### config.mk
export PLATFORM = sky130hd
export DESIGN_NAME = torus_route_sel
export DESIGN_NICKNAME = d
export VERILOG_FILES = /design/src/rtl/torus_rt_pkg.sv /design/src/rtl/fault_scan_reg.sv /design/src/rtl/dim_pick.sv /design/src/rtl/torus_route_sel.sv
export SDC_FILE = /design/constraint.sdc
export NUM_CORES = 1
export LEC_CHECK = 0
export ABC_AREA = 1
export ABC_CLOCK_PERIOD_IN_PS = 1700
export BUFFER_PORTS_ARGS = -buffer_cell sky130_fd_sc_hd__buf_2
export CORE_ASPECT_RATIO = 0.9
export CORE_MARGIN = 8
export CORE_UTILIZATION = 42
export CTS_CLUSTER_SIZE = 30
export DETAILED_ROUTE_END_ITERATION = 8
export GPL_ROUTABILITY_DRIVEN = 0
export PLACE_DENSITY = 0.66
export SLEW_MARGIN = 5
export SYNTH_ARGS = -nofsm -noshare
export SYNTH_HDL_FRONTEND = slang
export SYNTH_SLANG_ARGS = --single-unit
### constraint.sdc
create_clock -name clk -period 1.7 [get_ports clk]
set_clock_uncertainty 0.2 [all_clocks]
set_input_delay 0.255 -clock clk [delete_from_list [all_inputs] [get_ports clk]]
set_output_delay 0.255 -clock clk [all_outputs]
set_load 0.05 [all_outputs]
### src/rtl/torus_rt_pkg.sv
package torus_rt_pkg;
  typedef enum logic [2:0] {
    PORT_LOCAL = 3'd0,
    PORT_NORTH = 3'd1,
    PORT_SOUTH = 3'd2,
    PORT_WEST  = 3'd3,
    PORT_EAST  = 3'd4
  } port_e;

  localparam int NUM_PORTS = 5;
  localparam int FAULT_BITS = 2 * NUM_PORTS;
endpackage

### src/rtl/fault_scan_reg.sv
module fault_scan_reg #(
  parameter int N = 10
) (
  input  logic         clk,
  input  logic         rst_n,
  input  logic         shift,
  input  logic         sin,
  output logic [N-1:0] q,
  output logic         sout
);
  always_ff @(posedge clk) begin
    if (!rst_n)     q <= '0;
    else if (shift) q <= {sin, q[N-1:1]};
  end

  assign sout = q[0];


  shift_enters_top_chk: assert property (@(posedge clk) disable iff (!rst_n)
    shift |=> q[N-1] == $past(sin));
endmodule

### src/rtl/dim_pick.sv
module dim_pick #(
  parameter int SIZE = 4,
  parameter int CW   = 3
) (
  input  logic [CW-1:0] cnt,
  input  logic          pos_bad,
  input  logic          neg_bad,
  output logic          go_neg,
  output logic [CW-1:0] cnt_out,
  output logic          split
);
  localparam logic [CW-1:0] RING = CW'(SIZE);

  logic want_neg, want_bad, alt_bad;

  always_comb begin
    want_neg = cnt[CW-1];
    want_bad = want_neg ? neg_bad : pos_bad;
    alt_bad  = want_neg ? pos_bad : neg_bad;
    go_neg   = want_neg;
    cnt_out  = cnt;
    split    = 1'b0;
    if (want_bad) begin
      if (alt_bad) begin
        split = 1'b1;
      end else begin
        go_neg  = !want_neg;
        cnt_out = want_neg ? cnt + RING : cnt - RING;
      end
    end
  end
endmodule

### src/rtl/torus_route_sel.sv
module torus_route_sel
  import torus_rt_pkg::*;
#(
  parameter int X_SIZE = 3,
  parameter int Y_SIZE = 4,
  localparam int MAXS  = (X_SIZE > Y_SIZE) ? X_SIZE : Y_SIZE,
  localparam int CW    = $clog2(MAXS) + 1,
  localparam int HDR_W = 2 * CW
) (
  input  logic             clk,
  input  logic             rst_n,
  input  logic             scan_en,
  input  logic             scan_in,
  output logic             scan_out,
  input  logic             in_valid,
  output logic             in_ready,
  input  logic [HDR_W-1:0] in_hdr,
  output logic             out_valid,
  input  logic             out_ready,
  output logic [HDR_W-1:0] out_hdr,
  output logic [2:0]       out_port,
  output logic             out_split
);
  logic [FAULT_BITS-1:0] fault_q;
  logic                  busy;

  assign busy     = in_valid || out_valid;
  assign in_ready = !out_valid || out_ready;

  fault_scan_reg #(.N(FAULT_BITS)) u_faults (
    .clk  (clk),
    .rst_n(rst_n),
    .shift(scan_en && !busy),
    .sin  (scan_in),
    .q    (fault_q),
    .sout (scan_out)
  );

  logic [CW-1:0] cnt   [2];
  logic [CW-1:0] newc  [2];
  logic          dneg  [2];
  logic          dsplit[2];

  assign cnt[0] = in_hdr[HDR_W-1:CW];
  assign cnt[1] = in_hdr[CW-1:0];

  for (genvar d = 0; d < 2; d++) begin : g_dim
    localparam int SZ = (d == 0) ? X_SIZE : Y_SIZE;
    localparam int PP = (d == 0) ? int'(PORT_EAST) : int'(PORT_NORTH);
    localparam int NP = (d == 0) ? int'(PORT_WEST) : int'(PORT_SOUTH);
    dim_pick #(.SIZE(SZ), .CW(CW)) u_pick (
      .cnt    (cnt[d]),
      .pos_bad(fault_q[PP]),
      .neg_bad(fault_q[NP]),
      .go_neg (dneg[d]),
      .cnt_out(newc[d]),
      .split  (dsplit[d])
    );
  end

  port_e            nx_port;
  logic             nx_split;
  logic [HDR_W-1:0] nx_hdr;

  always_comb begin
    if (cnt[0] != '0) begin
      nx_port  = dneg[0] ? PORT_WEST : PORT_EAST;
      nx_split = dsplit[0];
      nx_hdr   = {newc[0], cnt[1]};
    end else if (cnt[1] != '0) begin
      nx_port  = dneg[1] ? PORT_SOUTH : PORT_NORTH;
      nx_split = dsplit[1];
      nx_hdr   = {cnt[0], newc[1]};
    end else begin
      nx_port  = PORT_LOCAL;
      nx_split = fault_q[int'(PORT_LOCAL)];
      nx_hdr   = in_hdr;
    end
  end

  always_ff @(posedge clk) begin
    if (!rst_n) begin
      out_valid <= 1'b0;
      out_hdr   <= '0;
      out_port  <= PORT_LOCAL;
      out_split <= 1'b0;
    end else if (in_valid && in_ready) begin
      out_valid <= 1'b1;
      out_hdr   <= nx_hdr;
      out_port  <= nx_port;
      out_split <= nx_split;
    end else if (out_ready) begin
      out_valid <= 1'b0;
    end
  end


  hold_under_stall_chk: assert property (@(posedge clk) disable iff (!rst_n)
    (out_valid && !out_ready) |=> (out_valid && $stable(out_hdr) &&
                                   $stable(out_port) && $stable(out_split)));


  scan_frozen_busy_chk: assert property (@(posedge clk) disable iff (!rst_n)
    (scan_en && busy) |=> fault_q == $past(fault_q));


  clean_port_healthy_chk: assert property (@(posedge clk) disable iff (!rst_n)
    (out_valid && !out_split) |-> !fault_q[out_port]);


  split_port_faulty_chk: assert property (@(posedge clk) disable iff (!rst_n)
    (out_valid && out_split) |-> fault_q[out_port]);


  local_zero_hops_chk: assert property (@(posedge clk) disable iff (!rst_n)
    (out_valid && out_port == PORT_LOCAL) |-> out_hdr == '0);
endmodule

==> flow_summary.toml, run 1 <==
[timing]
slew-limit-headroom_pct = 70.2
worst_slew_pin_slew_ps = 446
tns_ps = 0
fin_crit_ps = 1500
rsz0062_at_grt = "no"
period_share_pct = 88.0
hold_viol = 0
fmax_mhz = 668
setup_viol = 0
drv_slew = 0
hold_slack_ps = 56.3
timing.final.ws_setup_ps = 204

[synth]
avgSynthCellArea_um2 = 7.34
ys_warn_count = 0
synth_top_area_cell = "dfxtp_1"
synthTopCellsByArea = "dfxtp_1 (42%), nand2_1 (9.8%), a21oi_1 (6.6%)"
syn_inst = 135
synth-seq-cells = 21
synth.distinct_cells = 23
synthesis.area_um2 = 991
synth_edf_count = 0
yosysTopAreaCellShare_pct = 42.4
synthFlopType = "dfxtp_1"
async_flop_share_pct = 0
synth_nets = 148
synth_most_common_cell = "nand2_1"
ys_top_cells_by_count = "nand2_1 (26), dfxtp_1 (21), nor2_1 (17), a21oi_1 (13), inv_1 (12)"
ys_seq_area_share_pct = 42.4

[drt]
drt_iter0_drc = 44
drc = 0
routed.top_layer = "met4"
wl_met3_um = 142
drt_wl_total_mm = 2.27
vias_per_cell = 4.90
antenna_left = 0
wl_per_cell_um = 11.9
vias = 935
drt_first_pass_iters = 4
wl_met2_mm = 1.15
wl_met1_um = 959

[grt]
grt-ovfl-total = 0
grt_pass1_vias = 919
grt_pass1_wl_mm = 3.95
antenna_found_initial = 0
grt_usage_pct = 12.1
grt_max_degree = 16

[critical_path]
cp-start-kind = "flip-flop"
required_ps = 1240
cp_max_fo = 4
cp-end-kind = "output port"
critical_path_class = "flip-flop to output port"
crit_arrival_ps = 1040

[clock_tree]
numCtsBuffers = 3
post-cts-setup-buffers = 0
clk_path_buf_depth = 2
cts_tree = "built"
cts_sinks = 21
worst_skew_pair.late_latency_ps = 300
clk_pin_slew_ps = 110
root_buffer = "clkbuf_4"
cts.htree.levels = 1

[die]
coreArea_um2 = 2200
die_x_um = 67.2
die-height_um = 62.1
ios = 25
num_rows = 16
initial_core_util_pct = 45.0
fp.dieArea_um2 = 4170

[cells_and_area]
post-route-util_pct = 53.9
drive_gt1_share_pct = 26.2
antenna_cells = 0
fillCellCount = 218
syn2layout_area_growth_pct = 19.8
final_area_um2 = 1190
nets = 178

[flow_run]
maxCapViolations = 0

[pwr]
p_per_area_nw_per_um2 = 864
leakage_nw = 0.564
vdd_ir_drop_max_v = 0.000708

[placement]
place_ws_ps = 167
dp_hpwl_mm = 1.80
io_buffers = 24
placed_cell_area_um2 = 1130

[status]
outcome = "complete, no violations"

[hold_path]
worstHoldPathType = "primary input to flip-flop"
==> logic make-up (layout without fill, tap and decap cells) <==
| logic type | after synthesis | in the layout | share of synthesized area, % |
|---|---|---|---|
| buffers and inverters | 20 | 49 | 8.33 |
| flip-flops | 21 | 21 | 42.4 |
| AO/OA/AOI/OAI | 29 | 29 | 16.8 |
| AND/OR/NAND/NOR | 64 | 64 | 30.4 |
| adder cells (fa/ha/maj) | 1 | 1 | 2.02 |
==> final timing paths <==
| path | start | endpoint | slack [ps] | depth (start not counted) |
|---|---|---|---|---|
| setup / recovery | out_valid | in_ready | 200 | 2 |
| hold / removal | in_valid | out_valid | 60 | 3 |
| setup reg to reg | out_valid | u_faults.q[2] | 210 | 5 |
| hold reg to reg | out_hdr[4] | out_hdr[4] | 270 | 2 |
==> area by class of cell <==
class                           instances  area, um2  share of cell area, %
Tap cell                               27       33.8                   2.85
Clock buffer                            4       26.3                   2.21
Sequential cell                        21        422                   35.5
Multi-Input combinational cell         94        488                   41.1
Timing Repair Buffer                   27        150                   12.6
Inverter                               18       67.6                   5.69
==> through the flow <==
stage | instances | total power, mW
floorplan | 135 | 0.736
global placement | 184 | 0.790
detailed placement | 184 | 0.799
CTS | 191 | 1.03
global route | 191 | 1.09
finish | 191 | 1.03
==> report_power, final <==
part / switching (mW) / internal, mW / total [mW]
Clock: 0.144 / 0.0914 / 0.236
Combinational: 0.172 / 0.0731 / 0.245
Sequential: 0.0209 / 0.525 / 0.546
Total: 0.337 / 0.689 / 1.03
==> placed cells by master, fill, tap and decap left out, types with 2 or more instances in the layout <==
cell and instances:
buf_2 24, clkinv_1 2, inv_1 12, dfxtp_1 20
nor2_1 17, inv_2 4, dlygate4sd3_1 3, nand3_2 2
o21ai_1 9, nand2_2 2, nand3_1 11, clkbuf_4 3
nand2_1 26, a21oi_1 13, o21ai_0 4
==> sequential cells by signal (all words and copies together) (netlist names) <==
register    cells
u_faults.q     10
out_hdr         6
out_port        3
out_split       1
out_valid       1
==> routing by layer <==
metal | vias to the layer above | global-route usage [%]
met5 | - | 0
met4 | 0 | 2.98
met3 | 2 | 4.84
met2 | 18 | 22.5
met1 | 422 | 12.5
li1 | 493 | -
==> worst max-delay path, stage by stage (launching register included) <==
cell	delay (ps)
dfxtp_2	360
nand2_2	110
buf_2	270
==> repair_timing <==
| action | CTS | global route |
|---|---|---|
| endpoints found under the hold margin | 3 | 0 |
| gates resized for setup | 0 | 0 |
| hold buffers | 3 | 0 |
No activity file was read; power rests on OpenSTA's default activity.
==> run 2: changes to the inputs <==
- ABC_CLOCK_PERIOD_IN_PS: 1700 -> 1400
- clock period: 1.7 -> 1.4 ns (I/O delays scaled with it)
==> run 2 against run 1 <==
Net effect:
- critical path type is now primary input to flip-flop
- register-to-register slack worse by 130 ps
- global-route usage shrank 0.13 points
- cell count up 4.2%
- combinational power rose by 33%
- via count grew 3.5%
- sequential power grew 21%
- flip-flop and latch count stayed put
- routed wire length is 1.6% higher
- cell area increased by 8.3%
- core utilization is 4.5 points higher
==> flow_summary.toml, run 2 (synthesis gave the netlist of run 1 again) <==
[drt]
drt_wl_total_mm = 2.30
vias = 968
wl_per_cell_um = 11.6
antenna_left = 0
vias_per_cell = 4.86
drc = 0
drt_first_pass_iters = 4
drt_iter0_drc = 19

[die]
die_x_um = 67.2
num_rows = 16
coreArea_um2 = 2200
ios = 25
initial_core_util_pct = 45.0
die-height_um = 62.1
fp.dieArea_um2 = 4170

[clock_tree]
worst_skew_pair.late_latency_ps = 300
cts_tree = "built"
root_buffer = "clkbuf_4"
clk_pin_slew_ps = 120
numCtsBuffers = 3
cts_sinks = 21
cts.htree.levels = 1
clk_path_buf_depth = 2
post-cts-setup-buffers = 0

[pwr]
p_sw_mw = 0.422
power.internal_mw = 0.859
pwr-share-seq_pct = 51.7
sw_frac_of_total_pct = 33.0
clock_power_share_pct = 22.8
p_per_area_nw_per_um2 = 996
vdd_ir_drop_max_v = 0.000685
leakage_nw = 0.617
fin_total_pwr_mw = 1.28
power_frac_comb_pct = 25.5

[timing]
period_share_pct = 96.9
timing.final.ws_setup_ps = 43.2
fmax_mhz = 737
setup_viol = 0
hold_viol = 0
drv_slew = 0
worst_slew_pin_slew_ps = 253
slew-limit-headroom_pct = 83.1
fin_crit_ps = 1360

[critical_path]
cp-start-kind = "primary input"
crit_arrival_ps = 1400
critical_path_class = "primary input to flip-flop"
required_ps = 1450
cp-end-kind = "flip-flop"
cp_max_fo = 3

[cells_and_area]
nets = 186
drive_gt1_share_pct = 30.2
max_flop_register = "u_faults.q"
top_regs = "u_faults.q x10, out_hdr x6, out_port x3"
post-route-util_pct = 58.4
final_common_cell = "nand2_1"
final_cell_mix = "nand2_1 (26), buf_2 (20), dfxtp_1 (20)"
antenna_cells = 0
largest_reg_flops = 10
syn2layout_area_growth_pct = 29.8

[status]
outcome = "complete, no violations"

[grt]
grt_pass1_wl_mm = 3.91
grt-ovfl-total = 0
grt_max_degree = 16
grt_usage_pct = 12.0
antenna_found_initial = 0
grt_pass1_vias = 910

[flow_run]
maxCapViolations = 0

[placement]
dp_hpwl_mm = 1.80
io_buffers = 24
place_ws_ps = -33.5

[hold_path]
worstHoldPathType = "primary input to flip-flop"
-- run 2: power by group through the flow --
stage / Sequential, mW / Clock, mW / Combinational (mW)
after CTS: 0.662 / 0.304 / 0.324
after global routing: 0.669 / 0.336 / 0.356
final: 0.662 / 0.293 / 0.326
after detailed placement: 0.676 / 0 / 0.316
after global placement: 0.673 / 0 / 0.310
after floorplan: 0.754 / 0 / 0.141
-- run 2: final cells by class --
| cell class | instances | area [um2] |
|---|---|---|
| Fill cell | 221 | 916 |
| Multi-Input combinational cell | 94 | 498 |
| Timing Repair Buffer | 35 | 236 |
| Inverter | 18 | 67.6 |
| Sequential cell | 21 | 424 |
| Clock buffer | 4 | 26.3 |
| Tap cell | 27 | 33.8 |
-- run 2: through the flow --
stage | instances | hold WS (ps) | setup TNS [ps] | area [um2]
3_3_place_gp | 192 | 245 | -12.4 | 1210
2_1_floorplan | 135 | 148 | 0 | 1000
6_report | 199 | 48.8 | 0 | 1290
5_1_grt | 199 | 35.8 | -7.97 | 1290
4_1_cts | 199 | 35.6 | 0 | 1270
3_5_place_dp | 192 | 249 | -33.5 | 1210
-- run 2: layer usage --
layer	global-route usage, %	part of all wire [%]
met5	0	0
met4	3.57	0.43
met3	3.23	6.1
met2	22.2	50
met1	13.0	44
-- run 2: final timing paths --
path	from	endpoint	slack, ps	cells after the start
worst max register to register	out_valid	u_faults.q[2]	80	6
worst min register to register	out_hdr[4]	out_hdr[4]	270	2
worst min-delay path	rst_n	out_port[1]	50	3
worst max-delay path	in_hdr[1]	out_split	40	8
-- run 2: worst max-delay path, cell delays in order --
cell and delay, ps:
dlygate4sd3_1 530, buf_2 110, clkinv_1 100, nand3_2 120
nand3_1 90, nand2_1 80, nand2_1 50, a21oi_1 120
-- run 2: timing repair --
action	in CTS	in global routing
gates resized for setup	1	5
setup endpoints to repair	1	5
hold buffers	3	0
hold endpoints to repair	3	0
